File: config.mk
export PLATFORM = sky130hd
export DESIGN_NAME = ramp_meter_top
export DESIGN_NICKNAME = d
export VERILOG_FILES = /design/src/rtl/ramp_pkg.sv /design/src/rtl/ramp_grant_logic.sv /design/src/rtl/ramp_rr_toggle.sv /design/src/rtl/ramp_out_stage.sv /design/src/rtl/ramp_meter_top.sv
export SDC_FILE = /design/constraint.sdc
export NUM_CORES = 1
export LEC_CHECK = 0
export BUFFER_PORTS_ARGS = -buffer_cell sky130_fd_sc_hd__buf_2
export CAP_MARGIN = 20
export CORE_AREA = 5 5 42 44
export DETAILED_ROUTE_END_ITERATION = 10
export DIE_AREA = 0 0 47 49
export SLEW_MARGIN = 30
export SYNTH_ARGS = -nofsm -noshare
export SYNTH_HDL_FRONTEND = slang
export SYNTH_SLANG_ARGS = --single-unit
File: constraint.sdc
create_clock -name clk -period 0.9 [get_ports clk]
set_clock_uncertainty 0.1 [all_clocks]
set_input_delay 0.09 -clock clk [delete_from_list [all_inputs] [get_ports clk]]
set_output_delay 0.09 -clock clk [all_outputs]
set_load 0.05 [all_outputs]
File: src/rtl/ramp_pkg.sv
package ramp_pkg;

  // One bit per lane, ordered by priority: pool highest.
  typedef struct packed {
    logic pool;
    logic left;
    logic right;
  } lane_bits_t;

  localparam int unsigned LANE_COUNT = $bits(lane_bits_t);

  localparam lane_bits_t LANES_DARK = '{pool: 1'b0, left: 1'b0, right: 1'b0};

endpackage

File: src/rtl/ramp_grant_logic.sv
module ramp_grant_logic
  import ramp_pkg::*;
(
  input  lane_bits_t req,
  input  logic       prefer_left,
  output lane_bits_t grant,
  output logic       contend
);

  logic side_any;

  always_comb begin
    grant    = LANES_DARK;
    side_any = req.left | req.right;
    contend  = ~req.pool & req.left & req.right;
    if (req.pool) begin
      grant.pool = 1'b1;
    end else if (contend) begin
      grant.left  = prefer_left;
      grant.right = ~prefer_left;
    end else if (side_any) begin
      grant.left  = req.left;
      grant.right = req.right;
    end
  end

endmodule

File: src/rtl/ramp_rr_toggle.sv
module ramp_rr_toggle #(
  parameter bit RESET_LEFT = 1'b1
) (
  input  logic clk,
  input  logic rst_n,
  input  logic advance,
  output logic prefer_left
);

  always_ff @(posedge clk or negedge rst_n) begin
    if (!rst_n) begin
      prefer_left <= RESET_LEFT;
    end else if (advance) begin
      prefer_left <= ~prefer_left;
    end
  end

endmodule

File: src/rtl/ramp_out_stage.sv
module ramp_out_stage
  import ramp_pkg::*;
(
  input  logic       clk,
  input  logic       rst_n,
  input  lane_bits_t d,
  output lane_bits_t q
);

  always_ff @(posedge clk or negedge rst_n) begin
    if (!rst_n) begin
      q <= LANES_DARK;
    end else begin
      q <= d;
    end
  end

endmodule

File: src/rtl/ramp_meter_top.sv
module ramp_meter_top
  import ramp_pkg::*;
#(
  parameter bit REGISTERED = 1'b1,
  parameter bit RR_RESET_LEFT = 1'b1
) (
  input  logic clk,
  input  logic rst_n,
  input  logic pool_car,
  input  logic left_car,
  input  logic right_car,
  input  logic rr_sel_in,
  output logic pool_go,
  output logic left_go,
  output logic right_go
);

  lane_bits_t req;
  lane_bits_t grant;
  lane_bits_t lights;
  logic       prefer_left;
  logic       contend;

  assign req = '{pool: pool_car, left: left_car, right: right_car};

  ramp_grant_logic u_grant (
    .req        (req),
    .prefer_left(prefer_left),
    .grant      (grant),
    .contend    (contend)
  );

  generate
    if (REGISTERED) begin : g_registered
      logic unused_rr_sel;
      assign unused_rr_sel = rr_sel_in;

      ramp_rr_toggle #(.RESET_LEFT(RR_RESET_LEFT)) u_rr (
        .clk        (clk),
        .rst_n      (rst_n),
        .advance    (contend),
        .prefer_left(prefer_left)
      );

      ramp_out_stage u_out (
        .clk  (clk),
        .rst_n(rst_n),
        .d    (grant),
        .q    (lights)
      );
    end else begin : g_direct
      logic unused_clocking;
      assign unused_clocking = clk ^ rst_n ^ contend;
      assign prefer_left     = rr_sel_in;
      assign lights          = grant;
    end
  endgenerate

  assign pool_go  = lights.pool;
  assign left_go  = lights.left;
  assign right_go = lights.right;

endmodule

==> results_dict.tcl, run 1 <==
set metrics [dict create \
    status "finished, violations left" \
    violations "negative setup slack" \
    cts_max_path_buffers 2 \
    postSynthNetCount 16 \
    synth.top_cells.by_area "sky130_fd_sc_hd__dfrtp_1 (51%), sky130_fd_sc_hd__dfstp_2 (18%), sky130_fd_sc_hd__nor3b_2 (8.5%)" \
    period_utilization 1.051 \
    max_clock_freq_ghz 1.057 \
    route.antenna.remaining_nets 0 \
    worst_setup_hold_path_clk_slew_ns 0.04 \
    nets 30 \
    max_incr_delay_on_cp_ns 0.37 \
    route.vias.total 123 \
    internal_power_mw 0.4637 \
    min_from "right_car" \
    p_leak_nw 0.1200 \
    critical_path.max_fanout 1 \
    number_of_enable_type_register_cells_in_the_synthesized_netlist 0 \
    drc_violation_count_after_routing 0 \
    worstPathRequired_ns 0.71 \
    first_pass_iteration_count_of_the_detailed_router 4 \
    critPathLaunchType "register" \
    pwr_density_cell_nw_per_um2 2348 \
    setup.worst_path.end_class "output pin" \
    ctsRootBufferMaster "sky130_fd_sc_hd__clkbuf_4" \
    post_route_cells_drive_above_1_share 0.4783 \
    pin_count_of_the_biggest_net_entering_global_routing 5 \
    timing_max_transition_violations_final 0 \
    synth.ff_latch_count 4 \
    totalWireLength_um 337 \
    drt_iter0_drc 3 \
    timing.critical_path.from "g_registered.u_out.q[0]$_DFF_PN0_" \
    comb_power_share 0.214 \
    timing_worst_setup_path_type "register to output pin" \
    die_height_um 49 \
    first_global_vias 139 \
    ctsHtreeMaxLevel 1 \
    portion_of_total_power_attributed_to_the_clock_network 0.380 \
    antenna_found_initial 0 \
    irDropWorstVdd_mv 0.6668 \
    max_slew_margin 0.9135 \
    cts.sink_count 4 \
    finalHoldViolations 0 \
    syn_area_per_cell_um2 14.76 \
    finalPower_mw 0.6403 \
    crit_family "flip-flops" \
    routed_via_density 3.154 \
    fin_crit_ns 0.9460 \
    pwr-share-seq 0.406 \
    floorplan.die.width_um 47 \
    syn-cell-area_um2 147.6 \
    clock_latency_ns 0.23 \
    synth_flop_cell "sky130_fd_sc_hd__dfrtp_1" \
    placementRows 14 \
    place_inst 33 \
    worstPathArrival_ns 0.76 \
    worst-r2r-setup-slack_ns -0.01 \
    switching_power_share_of_the_total 0.2759 \
    most_repeated_cell_in_the_gate_level_netlist_after_synthesis "sky130_fd_sc_hd__dfrtp_1" \
    cts_buffers 3 \
    synth.largest_area_cell "sky130_fd_sc_hd__dfrtp_1" \
    postSynthCellCount 10 \
    grt_remaining_overflow 0 \
    fin_setup_tns_ns -0.1320 \
    grt_util_all_layers 0.04237 \
    fillers 163 \
    slowest_stage "sky130_fd_sc_hd__dfrtp_1" \
    grt_first_pass_wirelength_um 572 \
    synth.distinct_cells 8 \
    tritoncts "done" \
    yosys_top_cell_area_share 0.5085 \
    io_buffer_count 7 \
    areaGrowthSynthToFinish_pct 84.75 \
    finalWeightedCongestion 0.6170 \
    synth-async-reset-ratio 1.000 \
    worst_r2r_startpoint "g_registered.u_rr.prefer_left$_DFFE_PN1P_" \
    synth.yosys.warnings 0 \
    initial_cell_density_of_the_core 0.1054 \
    final-setup-viol-count 4 \
    stdcell_count 39 \
    synth_seq_area_share 0.6864 \
    num_antenna_cells 0 \
    grt_setup_unrepaired "yes" \
    p_switching_mw 0.1767 \
    path_cells "buf_6" \
    max-cap-violations 0 \
    critical_path_buf_inv_count 1 \
    worstMarginPinSlew_ns 0.1295 \
    post_drt_wl_per_cell_um 8.641 \
    hp-class "input pin to register" \
    finalWorstSetupSlack_ns -0.04598 \
    boundaryPins 9 \
    die-area_um2 2303 \
    core-area_um2 1401 \
]
==> timing repair <==
| action | 4_1_cts | 5_1_grt |
|---|---|---|
| buffers inserted | 0 | 0 |
| hold buffers | 3 | 0 |
| setup endpoints to repair | 4 | 5 |
| gates resized for setup | 6 | 0 |
| hold endpoints to repair | 7 | 0 |
| pin swaps | 0 | 1 |
==> power by group through the flow <==
stage,registers (mW),clock network (mW),logic (mW)
floorplan,0.299,0,0.0394
global placement,0.258,0,0.113
detailed placement,0.259,0,0.114
CTS,0.260,0.262,0.140
global route,0.267,0.275,0.145
finish,0.260,0.243,0.137
==> cell usage in the layout, fill, tap and decap left out, types with 3 or more instances in the layout <==
cell	netlist	final
sky130_fd_sc_hd__buf_2	0	3
sky130_fd_sc_hd__buf_6	0	3
sky130_fd_sc_hd__clkbuf_4	0	3
sky130_fd_sc_hd__dfrtp_1	3	3
sky130_fd_sc_hd__dlygate4sd3_1	0	3
==> path summary, 6_finish.rpt <==
check | end | cells after the start
worst max-delay path | right_go | 1
worst min-delay path | g_registered.u_out.q[0]$_DFF_PN0_ | 3
worst max register to register | g_registered.u_out.q[1]$_DFF_PN0_ | 2
worst min register to register | g_registered.u_rr.prefer_left$_DFFE_PN1P_ | 1
max in group asynchronous | g_registered.u_rr.prefer_left$_DFFE_PN1P_ | 2
min in group asynchronous | g_registered.u_out.q[2]$_DFF_PN0_ | 2
==> sequential cells by signal, indices dropped and copies added, names as in the netlist <==
| signal | cells |
|---|---|
| g_registered.u_out.q | 3 |
| g_registered.u_rr.prefer_left | 1 |
==> per-layer routing <==
metal	GRT usage	wire length, um
met1	0.03991	163
met2	0.04072	122
met3	0.05535	52
met4	0.04147	0
met5	0	0
==> kinds of logic after synthesis <==
family	share of synthesized area
AOI/OAI and AO/OA	0.03387
xor gates and xnor gates	0.05933
and+or+nand+nor	0.2204
DFF	0.6865
==> cell type report <==
| cell class | count | area, um2 | share of cell area |
|---|---|---|---|
| Sequential cell | 4 | 101.3 | 0.3716 |
| Tap cell | 16 | 20.02 | 0.07339 |
| Clock buffer | 4 | 26.28 | 0.09633 |
| Timing Repair Buffer | 9 | 78.83 | 0.2890 |
| Multi-Input combinational cell | 6 | 46.29 | 0.1697 |
==> worst reg2reg max path: cells and delay by family (launching register included) <==
kind | cells | cell delay [ns]
simple gates | 2 | 0.20
flops | 1 | 0.54
==> through the flow <==
step	worst slack [ns]	util	instance area [um2]	hold WS, ns
detailed placement	-0.002449	0.1446	202.7	-0.2021
global route	-0.08312	0.1946	272.8	0.03535
CTS	-0.07046	0.1982	277.8	0.0005971
global placement	-0.005533	0.1446	202.7	-0.2027
finish	-0.04598	0.1946	272.8	0.009209
floorplan	0.02097	-	147.6	-0.3056
No activity file was read; power rests on OpenSTA's default activity.
==> inputs of run 2 (changes only) <==
--- a/config.mk
+++ b/config.mk
@@ -8,8 +8,10 @@
 export BUFFER_PORTS_ARGS = -buffer_cell sky130_fd_sc_hd__buf_2
 export CAP_MARGIN = 20
 export CORE_AREA = 5 5 42 44
+export CTS_BUF_LIST = sky130_fd_sc_hd__clkbuf_4 sky130_fd_sc_hd__clkbuf_8
 export DETAILED_ROUTE_END_ITERATION = 10
 export DIE_AREA = 0 0 47 49
+export SETUP_SLACK_MARGIN = 0.2
 export SLEW_MARGIN = 30
 export SYNTH_ARGS = -nofsm -noshare
 export SYNTH_HDL_FRONTEND = slang
==> run 2 against run 1 <==
  * The run ends with negative hold slack, negative setup slack left
  * Count of clock-buffer cells in the layout unchanged
  * Combinational power is 44% higher
  * Hold slack got worse by 0.098 ns
  * Register-to-register slack worse by 0.02 ns
  * Sequential share of layout area shrank 0.43 points
  * Cell count did not move
  * Non-clock buffer count unchanged
  * Worst setup slack worse by 0.017 ns
  * Largest cell class unchanged
==> results_dict.tcl, run 2 (same netlist as run 1, synthesis figures left out) <==
set metrics [dict create \
    finalWorstSetupSlack_ns -0.06310 \
    max_clock_freq_ghz 1.038 \
    floorplan.die.width_um 47 \
    ctsRootBufferMaster "sky130_fd_sc_hd__clkbuf_4" \
    route.vias.total 119 \
    hold_slack_ns -0.08845 \
    worst-r2r-setup-slack_ns -0.03 \
    crit_path_cell_count 1 \
    slowest_stage "sky130_fd_sc_hd__dfrtp_2" \
    largest_registers "g_registered.u_out.q: 3 flops, g_registered.u_rr.prefer_left: 1 flops" \
    die-area_um2 2303 \
    final-setup-viol-count 5 \
    finalHoldViolations 3 \
    post_drt_wl_per_cell_um 8.282 \
    final_cell_area_um2 282.8 \
    critPathLaunchType "register" \
    fin_setup_tns_ns -0.2096 \
    routed_via_density 3.051 \
    pwr_density_cell_nw_per_um2 2613 \
    fin_crit_ns 0.9631 \
    cts.sink_count 4 \
    timing.critical_path.from "g_registered.u_out.q[0]$_DFF_PN0_" \
    first_pass_iteration_count_of_the_detailed_router 4 \
    post_route_cells_drive_above_1_share 0.7826 \
    reg2regPathDepth 2 \
    violations "negative hold slack, negative setup slack" \
    worstPathRequired_ns 0.71 \
    irDropWorstVdd_mv 0.7623 \
    postCtsHoldBufs 1 \
    first_global_vias 126 \
    dpl.hpwl_um 239.8 \
    drt_iter0_drc 4 \
    detailedPlace.worstSlack_ns -0.006492 \
    worst_setup_path_endpoint "right_go" \
    ctsHtreeMaxLevel 1 \
    max-cap-violations 0 \
    worst_r2r_startpoint "g_registered.u_rr.prefer_left$_DFFE_PN1P_" \
    die_height_um 49 \
    pin_count_of_the_biggest_net_entering_global_routing 5 \
    worstMarginPinSlew_ns 0.1282 \
    cts_buffers 3 \
    grt_setup_unrepaired "yes" \
    finalPower_mw 0.7390 \
    cts_max_path_buffers 2 \
    antenna_found_initial 0 \
    nets 30 \
    setup.worst_path.end_class "output pin" \
    io_buffer_count 7 \
    timing_worst_setup_path_type "register to output pin" \
    crit_family "flip-flops" \
    critical_path_buf_inv_count 1 \
    largest_register "g_registered.u_out.q" \
    grt_util_all_layers 0.04246 \
    initial_cell_density_of_the_core 0.1054 \
    worstPathArrival_ns 0.77 \
    max_incr_delay_on_cp_ns 0.39 \
    max_slew_margin 0.9143 \
    p_leak_nw 0.1274 \
    period_utilization 1.070 \
    num_antenna_cells 0 \
    min_from "pool_car" \
    path_cells "buf_6" \
    route.antenna.remaining_nets 0 \
    grt_first_pass_wirelength_um 565 \
    status "finished, violations left" \
    critical_path.max_fanout 1 \
    drc_violation_count_after_routing 0 \
    timing_max_transition_violations_final 0 \
    totalWireLength_um 323 \
    clock_latency_ns 0.23 \
    placementRows 14 \
    areaGrowthSynthToFinish_pct 91.52 \
    worst_setup_hold_path_clk_slew_ns 0.04 \
    dpl_cell_area_um2 205.2 \
    core-area_um2 1401 \
    hp-class "input pin to register" \
    finalWeightedCongestion 0.6534 \
    boundaryPins 9 \
    largest_reg_flops 3 \
    worstReg2RegEnd "g_registered.u_rr.prefer_left$_DFFE_PN1P_" \
    layout_common_cells "sky130_fd_sc_hd__clkbuf_4 (4), sky130_fd_sc_hd__buf_2 (4), sky130_fd_sc_hd__buf_6 (3), sky130_fd_sc_hd__dfrtp_2 (2)" \
    grt_remaining_overflow 0 \
    tritoncts "done" \
]
## run 2: changes by cell type in the layout (fill, tap and decap cells not counted)
| cell | change |
|---|---|
| sky130_fd_sc_hd__clkbuf_4 | +1 |
| sky130_fd_sc_hd__a21oi_2 | +1 |
| sky130_fd_sc_hd__dfrtp_2 | +2 |
| sky130_fd_sc_hd__dlygate4sd3_1 | -2 |
| sky130_fd_sc_hd__xnor2_2 | +1 |
| sky130_fd_sc_hd__xnor2_1 | -1 |
| sky130_fd_sc_hd__dfrtp_1 | -2 |
| sky130_fd_sc_hd__buf_2 | +1 |
| sky130_fd_sc_hd__buf_4 | +1 |
| sky130_fd_sc_hd__a21oi_1 | -1 |
| sky130_fd_sc_hd__clkbuf_1 | -1 |
## run 2: stage by stage
| stage | utilization | instances |
|---|---|---|
| after global placement | 0.1464 | 33 |
| final | 0.2018 | 39 |
| after detailed placement | 0.1464 | 33 |
| after global routing | 0.2018 | 39 |
| after CTS | 0.1911 | 38 |
| after floorplan | - | 10 |
## run 2: metal layers
metal | global-route usage | wire [um]
met1 | 0.05134 | 189
met2 | 0.02941 | 82
met5 | 0 | 0
met3 | 0.06642 | 50
met4 | 0.02765 | 0
## run 2: worst min-delay path by stage
stage	to	slack [ns]	depth (start not counted)
2_1_floorplan	g_registered.u_out.q[0]$_DFF_PN0_	-0.31	0
3_3_place_gp	g_registered.u_out.q[1]$_DFF_PN0_	-0.20	1
3_5_place_dp	g_registered.u_out.q[1]$_DFF_PN0_	-0.20	1
4_1_cts	g_registered.u_out.q[2]$_DFF_PN0_	-0.11	1
5_1_grt	g_registered.u_out.q[2]$_DFF_PN0_	-0.11	1
6_report	g_registered.u_out.q[2]$_DFF_PN0_	-0.09	1
## run 2: layout make-up
| type | instances | area, um2 |
|---|---|---|
| flip-flops and latches | 4 | 103.9 |
| clock buffers | 4 | 30.03 |
| multi-input cells | 6 | 57.56 |
| fillers | 151 | 1119 |
| repair buffers | 9 | 71.32 |
| well taps | 16 | 20.02 |
## run 2: repair_timing
action | 4_1_cts | 5_1_grt
setup buffers | 0 | 1
endpoints found under the hold margin | 7 | 3
setup endpoints to repair | 6 | 6
cloned | 0 | 0
resized for setup | 7 | 1
pin swaps | 1 | 0
## run 2: report_power, final
part,internal [mW],switching (mW),leakage [nW],total (mW)
Combinational,0.103,0.0938,0.0629,0.197
Sequential,0.235,0.0275,0.0461,0.262
Clock,0.197,0.0828,0.0184,0.280
Total,0.535,0.204,0.127,0.739
==> inputs of run 3 (changes only) <==
--- a/config.mk
+++ b/config.mk
@@ -11,8 +11,10 @@
 export CTS_BUF_LIST = sky130_fd_sc_hd__clkbuf_4 sky130_fd_sc_hd__clkbuf_8
 export DETAILED_ROUTE_END_ITERATION = 10
 export DIE_AREA = 0 0 47 49
+export REMOVE_ABC_BUFFERS = 1
 export SETUP_SLACK_MARGIN = 0.2
 export SLEW_MARGIN = 30
 export SYNTH_ARGS = -nofsm -noshare
 export SYNTH_HDL_FRONTEND = slang
 export SYNTH_SLANG_ARGS = --single-unit
+export TNS_END_PERCENT = 100
==> run 3 against run 2 <==
  * Largest cell class unchanged
  * Total power down 7.8%
  * Clock power down 2%
  * Critical path type unchanged
  * Worst setup slack better by 0.017 ns
  * The run still ends with negative hold slack, negative setup slack left
  * Via count down 4.2%
==> results_dict.tcl, run 3 (same netlist as run 1, synthesis figures left out) <==
set metrics [dict create \
    max-cap-violations 0 \
    hold_slack_ns -0.09770 \
    nets 29 \
    cts_max_path_buffers 2 \
    ctsHtreeMaxLevel 1 \
    route.vias.total 114 \
    critical_path.max_fanout 1 \
    pwr_density_cell_nw_per_um2 2544 \
    drt_iter0_drc 3 \
    worstMarginPinSlew_ns 0.1135 \
    path_cells "buf_6" \
    routed_via_density 3.000 \
    dpl_cell_area_um2 202.7 \
    boundaryPins 9 \
    finalWorstSetupSlack_ns -0.04576 \
    grt_util_all_layers 0.03958 \
    slowest_stage "sky130_fd_sc_hd__dfrtp_1" \
    worst_hold_path_cell_count 1 \
    worstReg2RegEnd "g_registered.u_out.q[1]$_DFF_PN0_" \
    postCtsHoldBufs 1 \
    critPathLaunchType "register" \
    io_buffer_count 7 \
    critical_path_buf_inv_count 1 \
    status "finished, violations left" \
    antenna_found_initial 0 \
    clock_latency_ns 0.23 \
    min_from "pool_car" \
    largest_reg_flops 3 \
    finalPower_mw 0.6813 \
    final_cell_area_um2 267.8 \
    floorplan.die.width_um 47 \
    p_leak_nw 0.1200 \
    max_slew_margin 0.9238 \
    period_utilization 1.051 \
    worstPathArrival_ns 0.76 \
    timing_max_transition_violations_final 0 \
    layout_common_cells "sky130_fd_sc_hd__clkbuf_4 (4), sky130_fd_sc_hd__buf_2 (4), sky130_fd_sc_hd__dfrtp_1 (3), sky130_fd_sc_hd__buf_6 (3)" \
    grt_remaining_overflow 0 \
    areaGrowthSynthToFinish_pct 81.36 \
    largest_register "g_registered.u_out.q" \
    post_route_cells_drive_above_1_share 0.6818 \
    grt_setup_unrepaired "yes" \
    register_area_um2 101.3 \
    largest_registers "g_registered.u_out.q: 3 flops, g_registered.u_rr.prefer_left: 1 flops" \
    reg2regPathDepth 2 \
    setup.worst_path.end_class "output pin" \
    first_pass_iteration_count_of_the_detailed_router 2 \
    finalWeightedCongestion 0.6170 \
    pin_count_of_the_biggest_net_entering_global_routing 5 \
    num_antenna_cells 0 \
    multi_input_area_um2 52.55 \
    post_drt_wl_per_cell_um 8.237 \
    drc_violation_count_after_routing 0 \
    finalHoldViolations 3 \
    cts_buffers 3 \
    crit_family "flip-flops" \
    die-area_um2 2303 \
    max_incr_delay_on_cp_ns 0.37 \
    timing_worst_setup_path_type "register to output pin" \
    final-setup-viol-count 4 \
    cts.sink_count 4 \
    worstPathRequired_ns 0.71 \
    max_clock_freq_ghz 1.057 \
    core-area_um2 1401 \
    ctsRootBufferMaster "sky130_fd_sc_hd__clkbuf_4" \
    placementRows 14 \
    irDropWorstVdd_mv 0.6626 \
    die_height_um 49 \
    fin_crit_ns 0.9458 \
    first_global_vias 114 \
    detailedPlace.worstSlack_ns -0.002449 \
    route.antenna.remaining_nets 0 \
    initial_cell_density_of_the_core 0.1054 \
    min_delay_worst_endpoint "g_registered.u_out.q[2]$_DFF_PN0_" \
    fillers 163 \
    tritoncts "done" \
    worst-r2r-setup-slack_ns -0.02 \
    totalWireLength_um 313 \
    violations "negative hold slack, negative setup slack" \
    worst_setup_hold_path_clk_slew_ns 0.04 \
    grt_first_pass_wirelength_um 517 \
    worst_r2r_startpoint "g_registered.u_rr.prefer_left$_DFFE_PN1P_" \
    hp-class "input pin to register" \
]
[run 3: area by class of cell]
type	count	share of cell area
Timing Repair Buffer	8	0.2383
Clock buffer	4	0.1121
Tap cell	16	0.07477
Sequential cell	4	0.3785
Multi-Input combinational cell	6	0.1963
[run 3: how the worst max path moves through the flow]
stage	cells after the start	slack, ns	end	startpoint
floorplan	2	0.02	g_registered.u_out.q[1]$_DFF_PN0_	g_registered.u_rr.prefer_left$_DFFE_PN1P_
detailed placement	2	-0.002	g_registered.u_out.q[1]$_DFF_PN0_	g_registered.u_rr.prefer_left$_DFFE_PN1P_
CTS	1	-0.06	right_go	g_registered.u_out.q[0]$_DFF_PN0_
global route	1	-0.08	pool_go	g_registered.u_out.q[2]$_DFF_PN0_
global placement	2	-0.006	g_registered.u_out.q[1]$_DFF_PN0_	g_registered.u_rr.prefer_left$_DFFE_PN1P_
finish	1	-0.05	pool_go	g_registered.u_out.q[2]$_DFF_PN0_
[run 3: what timing repair did]
item,in CTS,in global routing
hold endpoints to repair,7,3
setup buffers,0,0
setup endpoints to repair,6,6
gates resized for setup,7,1
pin swaps,1,1
[run 3: power breakdown]
group | switching, mW | internal (mW) | total [mW]
clock network | 0.0785 | 0.197 | 0.275
logic | 0.0729 | 0.0637 | 0.137
registers | 0.0355 | 0.234 | 0.270
total | 0.187 | 0.494 | 0.681
[run 3: stage by stage]
stage	TNS, ns	hold slack [ns]	utilization	cells
2_1_floorplan	0	-0.3056	-	10
3_3_place_gp	-0.005533	-0.2027	0.1446	33
3_5_place_dp	-0.002449	-0.2021	0.1446	33
4_1_cts	-0.1888	-0.1076	0.1893	38
5_1_grt	-0.2596	-0.09490	0.1911	38
6_report	-0.1422	-0.09770	0.1911	38
[run 3: per-layer routing]
metal | up-vias | track usage | wire [um] | part of all wire
li1 | 57 | - | - | -
met1 | 49 | 0.04222 | 162 | 0.52
met2 | 8 | 0.02715 | 91 | 0.29
met3 | 0 | 0.05904 | 59 | 0.19
met4 | 0 | 0.04147 | 0 | 0
met5 | - | 0 | 0 | 0
